### src/rtl/ptw_pkg.sv
package ptw_pkg;

  localparam int ENTRY_VALID_BIT = 0;

  typedef enum logic [2:0] {
    ST_IDLE,
    ST_READ_OUTER,
    ST_READ_INNER,
    ST_DONE,
    ST_FAULT
  } walkState_t;

  typedef struct packed {
    logic latchReq;
    logic latchDir;
    logic latchFrame;
    logic latchFault;
    logic faultLevel;
  } walkStrobe_t;

endpackage

### src/rtl/ptw_ctrl.sv
module ptw_ctrl
  import ptw_pkg::*;
(
  input  logic        clk,
  input  logic        rstN,
  input  logic        reqValid,
  input  logic        memRspValid,
  input  logic        entryValid,
  output logic        reqReady,
  output logic        memReqValid,
  output logic        rspValid,
  output logic        rspFault,
  output walkStrobe_t strb
);

  walkState_t stateQ, stateNxt;
  logic       waitQ;
  logic       inRead;

  assign inRead      = (stateQ == ST_READ_OUTER) || (stateQ == ST_READ_INNER);
  assign memReqValid = inRead && !waitQ;
  assign reqReady    = (stateQ == ST_IDLE);
  assign rspValid    = (stateQ == ST_DONE) || (stateQ == ST_FAULT);
  assign rspFault    = (stateQ == ST_FAULT);

  always_comb begin
    stateNxt = stateQ;
    strb     = '0;
    case (stateQ)
      ST_IDLE: begin
        if (reqValid) begin
          strb.latchReq = 1'b1;
          stateNxt      = ST_READ_OUTER;
        end
      end
      ST_READ_OUTER: begin
        if (memRspValid) begin
          if (entryValid) begin
            strb.latchDir = 1'b1;
            stateNxt      = ST_READ_INNER;
          end else begin
            strb.latchFault = 1'b1;
            strb.faultLevel = 1'b0;
            stateNxt        = ST_FAULT;
          end
        end
      end
      ST_READ_INNER: begin
        if (memRspValid) begin
          if (entryValid) begin
            strb.latchFrame = 1'b1;
            stateNxt        = ST_DONE;
          end else begin
            strb.latchFault = 1'b1;
            strb.faultLevel = 1'b1;
            stateNxt        = ST_FAULT;
          end
        end
      end
      ST_DONE, ST_FAULT: stateNxt = ST_IDLE;
      default:           stateNxt = ST_IDLE;
    endcase
  end

  always_ff @(posedge clk) begin
    if (!rstN) begin
      stateQ <= ST_IDLE;
      waitQ  <= 1'b0;
    end else begin
      stateQ <= stateNxt;
      if (!inRead || memRspValid) begin
        waitQ <= 1'b0;
      end else if (memReqValid) begin
        waitQ <= 1'b1;
      end
    end
  end

endmodule

### src/rtl/ptw_datapath.sv
module ptw_datapath
  import ptw_pkg::*;
#(
  parameter int ADDR_W = 32,
  parameter int IDX_W  = 10,
  parameter int OFF_W  = 12
) (
  input  logic              clk,
  input  logic              rstN,
  input  logic              baseWrEn,
  input  logic [ADDR_W-1:0] baseWrData,
  input  logic [ADDR_W-1:0] reqVaddr,
  input  walkStrobe_t       strb,
  input  logic [ADDR_W-1:0] memRspData,
  output logic              entryValid,
  output logic [ADDR_W-1:0] memReqAddr,
  output logic [ADDR_W-1:0] rspPaddr,
  output logic              rspFaultLevel,
  output logic [ADDR_W-1:0] rspFaultVaddr
);

  localparam int FRAME_W     = ADDR_W - OFF_W;
  localparam int ENTRY_SHIFT = 2;
  localparam int INNER_LO    = OFF_W;
  localparam int OUTER_LO    = OFF_W + IDX_W;

  logic [ADDR_W-1:0]  baseQ, vaddrQ, memAddrQ, paddrQ;
  logic               faultLvlQ;
  logic [IDX_W-1:0]   outerIdx, innerIdx;
  logic [FRAME_W-1:0] entryFrame;
  logic [ADDR_W-1:0]  outerAddr, innerAddr;

  assign outerIdx   = reqVaddr[OUTER_LO +: IDX_W];
  assign innerIdx   = vaddrQ[INNER_LO +: IDX_W];
  assign entryFrame = memRspData[ADDR_W-1:OFF_W];
  assign entryValid = memRspData[ENTRY_VALID_BIT];
  assign outerAddr  = baseQ + (ADDR_W'(outerIdx) << ENTRY_SHIFT);
  assign innerAddr  = {entryFrame, {OFF_W{1'b0}}} + (ADDR_W'(innerIdx) << ENTRY_SHIFT);

  always_ff @(posedge clk) begin
    if (!rstN) begin
      baseQ     <= '0;
      vaddrQ    <= '0;
      memAddrQ  <= '0;
      paddrQ    <= '0;
      faultLvlQ <= 1'b0;
    end else begin
      if (baseWrEn) baseQ <= baseWrData;
      if (strb.latchReq) begin
        vaddrQ   <= reqVaddr;
        memAddrQ <= outerAddr;
      end
      if (strb.latchDir)   memAddrQ  <= innerAddr;
      if (strb.latchFrame) paddrQ    <= {entryFrame, vaddrQ[OFF_W-1:0]};
      if (strb.latchFault) faultLvlQ <= strb.faultLevel;
    end
  end

  assign memReqAddr    = memAddrQ;
  assign rspPaddr      = paddrQ;
  assign rspFaultLevel = faultLvlQ;
  assign rspFaultVaddr = vaddrQ;

endmodule

### src/rtl/pt_walker.sv
module pt_walker
  import ptw_pkg::*;
#(
  parameter int ADDR_W = 32,
  parameter int IDX_W  = 10,
  parameter int OFF_W  = 12
) (
  input  logic              clk,
  input  logic              rstN,
  input  logic              baseWrEn,
  input  logic [ADDR_W-1:0] baseWrData,
  input  logic              reqValid,
  input  logic [ADDR_W-1:0] reqVaddr,
  output logic              reqReady,
  output logic              rspValid,
  output logic              rspFault,
  output logic              rspFaultLevel,
  output logic [ADDR_W-1:0] rspPaddr,
  output logic [ADDR_W-1:0] rspFaultVaddr,
  output logic              memReqValid,
  output logic [ADDR_W-1:0] memReqAddr,
  input  logic              memRspValid,
  input  logic [ADDR_W-1:0] memRspData
);

  walkStrobe_t strb;
  logic        entryValid;

  ptw_ctrl u_ctrl (
    .clk         (clk),
    .rstN        (rstN),
    .reqValid    (reqValid),
    .memRspValid (memRspValid),
    .entryValid  (entryValid),
    .reqReady    (reqReady),
    .memReqValid (memReqValid),
    .rspValid    (rspValid),
    .rspFault    (rspFault),
    .strb        (strb)
  );

  ptw_datapath #(
    .ADDR_W (ADDR_W),
    .IDX_W  (IDX_W),
    .OFF_W  (OFF_W)
  ) u_dp (
    .clk           (clk),
    .rstN          (rstN),
    .baseWrEn      (baseWrEn),
    .baseWrData    (baseWrData),
    .reqVaddr      (reqVaddr),
    .strb          (strb),
    .memRspData    (memRspData),
    .entryValid    (entryValid),
    .memReqAddr    (memReqAddr),
    .rspPaddr      (rspPaddr),
    .rspFaultLevel (rspFaultLevel),
    .rspFaultVaddr (rspFaultVaddr)
  );

endmodule

### config.mk
export PLATFORM = sky130hd
export DESIGN_NAME = pt_walker
export DESIGN_NICKNAME = d
export VERILOG_FILES = /design/src/rtl/ptw_pkg.sv /design/src/rtl/ptw_ctrl.sv /design/src/rtl/ptw_datapath.sv /design/src/rtl/pt_walker.sv
export SDC_FILE = /design/constraint.sdc
export NUM_CORES = 1
export LEC_CHECK = 0
export CAP_MARGIN = 20
export CORE_AREA = 4 4 137 99
export DETAILED_ROUTE_END_ITERATION = 8
export DIE_AREA = 0 0 141 103
export GPL_ROUTABILITY_DRIVEN = 0
export GPL_TIMING_DRIVEN = 0
export PLACE_DENSITY = 0.84
export SLEW_MARGIN = 10
export SYNTH_ARGS = -nofsm -noshare
export SYNTH_HDL_FRONTEND = slang
export SYNTH_HIERARCHICAL = 1
export SYNTH_SLANG_ARGS = --single-unit
### constraint.sdc
create_clock -name clk -period 4.6 [get_ports clk]
set_input_delay 0.69 -clock clk [delete_from_list [all_inputs] [get_ports clk]]
set_output_delay 0.69 -clock clk [all_outputs]
set_load 0.03 [all_outputs]
# Word-level counts from Yosys, hierarchy flattened
# Index checks and enable logic that the tools add are counted.
# word_totals
reg_bits	133
wordCells	46
# op_classes
n_eq_ne	7
n_mux	19
addsub	2
reduce_logical	10
bitwise_logic	1
# ops
operator	count
32-bit by 12-bit adder with 32-bit output	2
32-bit two-way mux	2
3-bit two-way mux	6
3-bit one-hot mux with 3 select lines	1
3-bit by 2-bit == test with 1-bit output, second input constant	2
1-bit two-way mux	6
2-bit two-way mux	3
2-bit inequality test, second input constant	3
2-bit one-hot mux with 2 select lines	1
3-bit by 1-bit == test with 1-bit output, second input constant	1
3-bit == test, second input constant	1
3-bit zero test	1
1-bit logical OR	3
3-bit AND reduction	1
1-bit zero test	2
2-bit nonzero test	1
2-bit OR reduction	1
1-bit logical AND	1
1-bit inverter	1

# Depth between registers and ports, before layout
# logic_depth
word_depth	5
depth_mapped	10
ltp_nobuf	8

# By module
# Netlist, hierarchy kept.
# by_module_without_submodules
module	seq_area_each_um2	instances	cells_per_inst	area_each_um2
ptw_datapath	2582.5	1	597	5657.9
ptw_ctrl	80.1	1	31	265.3

# Worst setup path before layout
# No wires, ideal clock.
# synth_path
path_type	input to register
startpoint	input reqVaddr[22]
endpoint	register u_dp.memAddrQ[18] (netlist: u_dp/memReqAddr[18])
stages	9
path_slack_ns	1.950
setup_ns	0.134
t_required_ns	4.466
n_path_buf	1
t_arrival_ns	2.517
cell_sequence	ha_1 fa_1 a211oi_1 o211ai_1 a31oi_1 buf_2 nor3_1 xnor2_1 o22ai_1
# synth_via
elab_chain_len	3
# synth_rtl
item	line	source
start, declared	pt_walker.sv:13	input logic [ADDR_W-1:0] reqVaddr,
32-bit by 12-bit adder with 32-bit output	ptw_datapath.sv:37	assign outerAddr = baseQ + (ADDR_W'(outerIdx) << ENTRY_SHIFT);
32-bit two-way mux	ptw_datapath.sv:49	if (strb.latchReq) begin
32-bit two-way mux	ptw_datapath.sv:53	if (strb.latchDir) memAddrQ <= innerAddr;
end signal, assigned	ptw_datapath.sv:51	memAddrQ <= outerAddr;
end signal, assigned	ptw_datapath.sv:53	
end, declared	ptw_datapath.sv:27	logic [ADDR_W-1:0] baseQ, vaddrQ, memAddrQ, paddrQ;
# Every way passes these cells. The select of a mux whose other input is x is not followed.
# A chain may end at the register's enable or synchronous reset.

# Final worst setup path
# Same ends and word-level chain as after synthesis.

==> results.md <==
- After synthesis, the mean cell area works out to 9.43 µm².
- The signal arrival time at the worst endpoint is 3.49 ns.
- Summing all placed instances gives a cell area of 8010 µm².
- The number of different library cells used by synthesis comes to 56.
- The number of endpoints failing setup at the final stage is 0.
- The placeable core region is 12300 µm².
- Detailed placement ended at an HPWL of 14100 µm.
- The startpoint type of the worst setup path is an input port.
- The total of flip-flops plus latches after synthesis is 133.
- The number of hold buffers added after CTS was 0.
- Counting flops with an async set or reset pin after synthesis yields a share of 0.
- The filler cells instantiated in the layout total 888.
- Along the worst path, the maximum fanout reaches 10.
- The overall die area is 14500 µm².
- The power density over the cells is 374 nW/µm².
- The CTS buffer count is 17.
- The remaining number of nets flagged by the antenna check after routing is 0.
- Pin placement for this block handled 202 I/O pins.
- The worst vdd rail ir drop is 0.000347 V.
- The register cell area after layout is 2660 µm².
- The overall power is 3.22 mW.
- Of the post-synthesis cell area, the dominant cell type holds 0.450.
- The clock tree root driver cell is sky130_fd_sc_hd__clkbuf_16.
- The number of cells produced by synthesis is 628.
- The sequential-to-total area share from yosys stat is 0.450.
- The analysis attributes to cell leakage a power of 3.24 nW.
- The total number of clock tree sinks is 133.
- After clock tree synthesis, the repair step resized 0 gates.
- The initial standard-cell utilization of the core is 0.483.
- The final layout contains 947 nets.
- The floorplan step set the die height to 103 µm.
- The number of buffers inserted by port buffering is 188.
- TritonCTS built the clock tree.
- Using the TritonRoute via totals, the vias-per-cell ratio works out to 5.47.
- The detailed-router iteration count before antenna repair is 7.
- Traced cell by cell, the critical path runs through clkdlybuf4s50_1 -> ha_1 -> fa_1 -> a211oi_1 -> o211ai_1 -> a31oi_1 -> buf_2 -> nor3_1 -> xnor2_1 -> o22ai_1.
- The final worst clock skew is 0.00966 ns.
- The number of endpoints with negative hold slack in the final report is 0.
- In the final routed layout, each cell accounts on average for 18.2 µm.
- The area of all placed cells without fillers is 8610 µm².
- The sum of negative setup slack is 0 ns.
- The number of synthesized flops with an enable pin is 0.
- At the pin with the least slew margin, the transition time is 0.846 ns.
- The DRC violations left is 0.
- Setup repair after global routing left no endpoint under its margin.
- The layout-stage area growth over the synthesis result is 45.4%.
- The number of antenna violations at the first check in global routing is 0.
- The run finished with clean final reports.
- The type of the worst setup path is input port to flip-flop.
- For this block, the routed nets add up to 18400 µm of wire.
- The total congestion overflow is 0.
- Timing analysis after detailed placement gives a worst setup slack of 1.04 ns.
- Row generation in the floorplan step produced 34 rows.
- The largest net degree at the start of global routing is 17.
- In the final layout, the share of cells above drive strength 1 is 0.0684.
- For this block, the via count after detailed routing is 5522.
- The post-route worst setup slack is 1.37 ns.
- The die is 141 µm wide.
- Across the run, the number of max-cap violations was 0.
- After clock tree synthesis, the clock-pin slew on the worst setup and hold paths is 0.06 ns.
- When the netlist entered floorplanning its net count stood at 740.
- CTS built an H-tree with a depth of 4.
- The biggest area contributor in the post-synthesis netlist is sky130_fd_sc_hd__dfxtp_1.
- The area of the mapped netlist is 5920 µm².
- The slowest stage of the critical path belongs to the cell sky130_fd_sc_hd__clkdlybuf4s50_1.
- The required time reported for the critical path endpoint is 4.86 ns.
- By instance count, the leading cell after synthesis is sky130_fd_sc_hd__dfxtp_1.
- The minimum period implied by the final worst setup slack is 3.23 ns.
- The final number of max-transition violations is 0.
- The number of global-route vias before repair is 5401.
- The count of inserted antenna diode cells is 0.
- The worst-case clock buffer depth is 2.
- By area the synthesized netlist is led by sky130_fd_sc_hd__dfxtp_1 45%, sky130_fd_sc_hd__mux2i_1 18%, sky130_fd_sc_hd__nor2_1 7.4%.
- Of the available clock period, the critical path in the final layout requires 0.702.
- In the final layout, the multi-input gates occupy 3040 µm².
- The Yosys warning count is 6.
- The relative max-transition margin is 0.436.
- The number of buffers added for setup after CTS is 0.
- At the later pin of the worst-skew pair, clock insertion delay measures 0.41 ns.
- The capturing element type of the critical path is a flip-flop.
- The worst hold path belongs to the class flip-flop to flip-flop.
- Based on the critical path, the design can be clocked at up to 309 MHz.
- The share of the core filled with cells in the final layout is 0.703.
- The first global-routing pass estimated 28300 µm of wire.
- In this design, the stage delay of the slowest critical-path cell is 0.44 ns.
- In the synthesized netlist the dominant register cell turns out to be sky130_fd_sc_hd__dfxtp_1.
- The global-route usage over all layers is 0.248.
- After synthesis, the most frequently instantiated cells are 133 x sky130_fd_sc_hd__dfxtp_1, 116 x sky130_fd_sc_hd__nor2_1, 106 x sky130_fd_sc_hd__mux2i_1, 43 x sky130_fd_sc_hd__a21oi_1, 24 x sky130_fd_sc_hd__clkbuf_1.
- The number of design-rule violations left by the first detailed-router iteration is 444.
## layout make-up
| cell class | instances | area share |
|---|---|---|
| timing repair buffer | 188 | 0.218 |
| buffer | 43 | 0.0222 |
| clock buffer | 18 | 0.0498 |
| multi-input combinational | 444 | 0.353 |
| clock inverter | 14 | 0.0205 |
| sequential | 133 | 0.309 |
| inverter | 8 | 0.00349 |
| tap | 162 | 0.0235 |
## cell families after synthesis
family	share of synthesized area
AND/OR/NAND/NOR	0.164
flip-flops	0.450
multiplexers	0.179
AO/OA/AOI/OAI	0.113
buffers and inverters	0.0374
XOR/XNOR	0.0325
adder cells (fa/ha/maj)	0.0245
## path summary, 6_finish.rpt
path	cells past startpoint	slack [ns]	from	to
worst max-delay path	10	1.37	reqVaddr[22]	u_dp/memReqAddr[18]$_SDFFE_PN0P_
worst min-delay path	2	0.49	u_dp/rspFaultVaddr[27]$_SDFFE_PN0P_	u_dp/rspFaultVaddr[27]$_SDFFE_PN0P_
worst max register to register	9	1.79	u_dp/baseQ[2]$_SDFFE_PN0P_	u_dp/memReqAddr[18]$_SDFFE_PN0P_
worst min register to register	2	0.49	u_dp/rspFaultVaddr[27]$_SDFFE_PN0P_	u_dp/rspFaultVaddr[27]$_SDFFE_PN0P_
## per-layer routing
metal / global-route usage / vias to the layer above / share of wire
met2: 0.395 / 280 / 0.45
met3: 0.0728 / 32 / 0.097
met5: 0 / - / 0
met1: 0.325 / 2584 / 0.43
li1: - / 2626 / -
met4: 0.0886 / 0 / 0.019
## flip-flops by register name, summed over array words and instances, names as in the netlist
name                count
u_ctrl/stateQ           3
u_ctrl/waitQ            1
u_dp/baseQ             32
u_dp/memReqAddr        32
u_dp/rspFaultLevel      1
u_dp/rspFaultVaddr     32
u_dp/rspPaddr          32
## worst max-delay path, delay by kind of cell
family | cells | cell delay, ns
AO/OA/AOI/OAI | 4 | 0.99
adder cells (fa/ha/maj) | 2 | 0.70
XOR/XNOR | 1 | 0.23
buffers and inverters | 2 | 0.76
AND/OR/NAND/NOR | 1 | 0.11
## where the power goes
part	internal [mW]	switching, mW
registers	1.22	0.0490
clock network	0.858	0.524
logic	0.261	0.316
total	2.33	0.889
## through the flow
stage | cells | hold slack [ns]
2_1_floorplan | 628 | 0.460
3_3_place_gp | 978 | 0.474
3_5_place_dp | 978 | 0.479
4_1_cts | 1010 | 0.496
5_1_grt | 1010 | 0.525
6_report | 1010 | 0.492
## placed cells by master, fill, tap and decap left out, types with 9 or more instances in the layout
master,instances
sky130_fd_sc_hd__clkdlybuf4s50_1,188
sky130_fd_sc_hd__nor2_1,116
sky130_fd_sc_hd__xnor2_1,21
sky130_fd_sc_hd__o22ai_1,15
sky130_fd_sc_hd__dfxtp_1,133
sky130_fd_sc_hd__clkbuf_1,25
sky130_fd_sc_hd__a21oi_1,43
sky130_fd_sc_hd__nand3_1,9
sky130_fd_sc_hd__mux2i_1,106
sky130_fd_sc_hd__and3_1,20
sky130_fd_sc_hd__clkbuf_16,17
sky130_fd_sc_hd__buf_1,11
sky130_fd_sc_hd__nor3_1,9
sky130_fd_sc_hd__nand2_1,19
sky130_fd_sc_hd__ha_1,10
No activity file was read; power rests on OpenSTA's default activity.
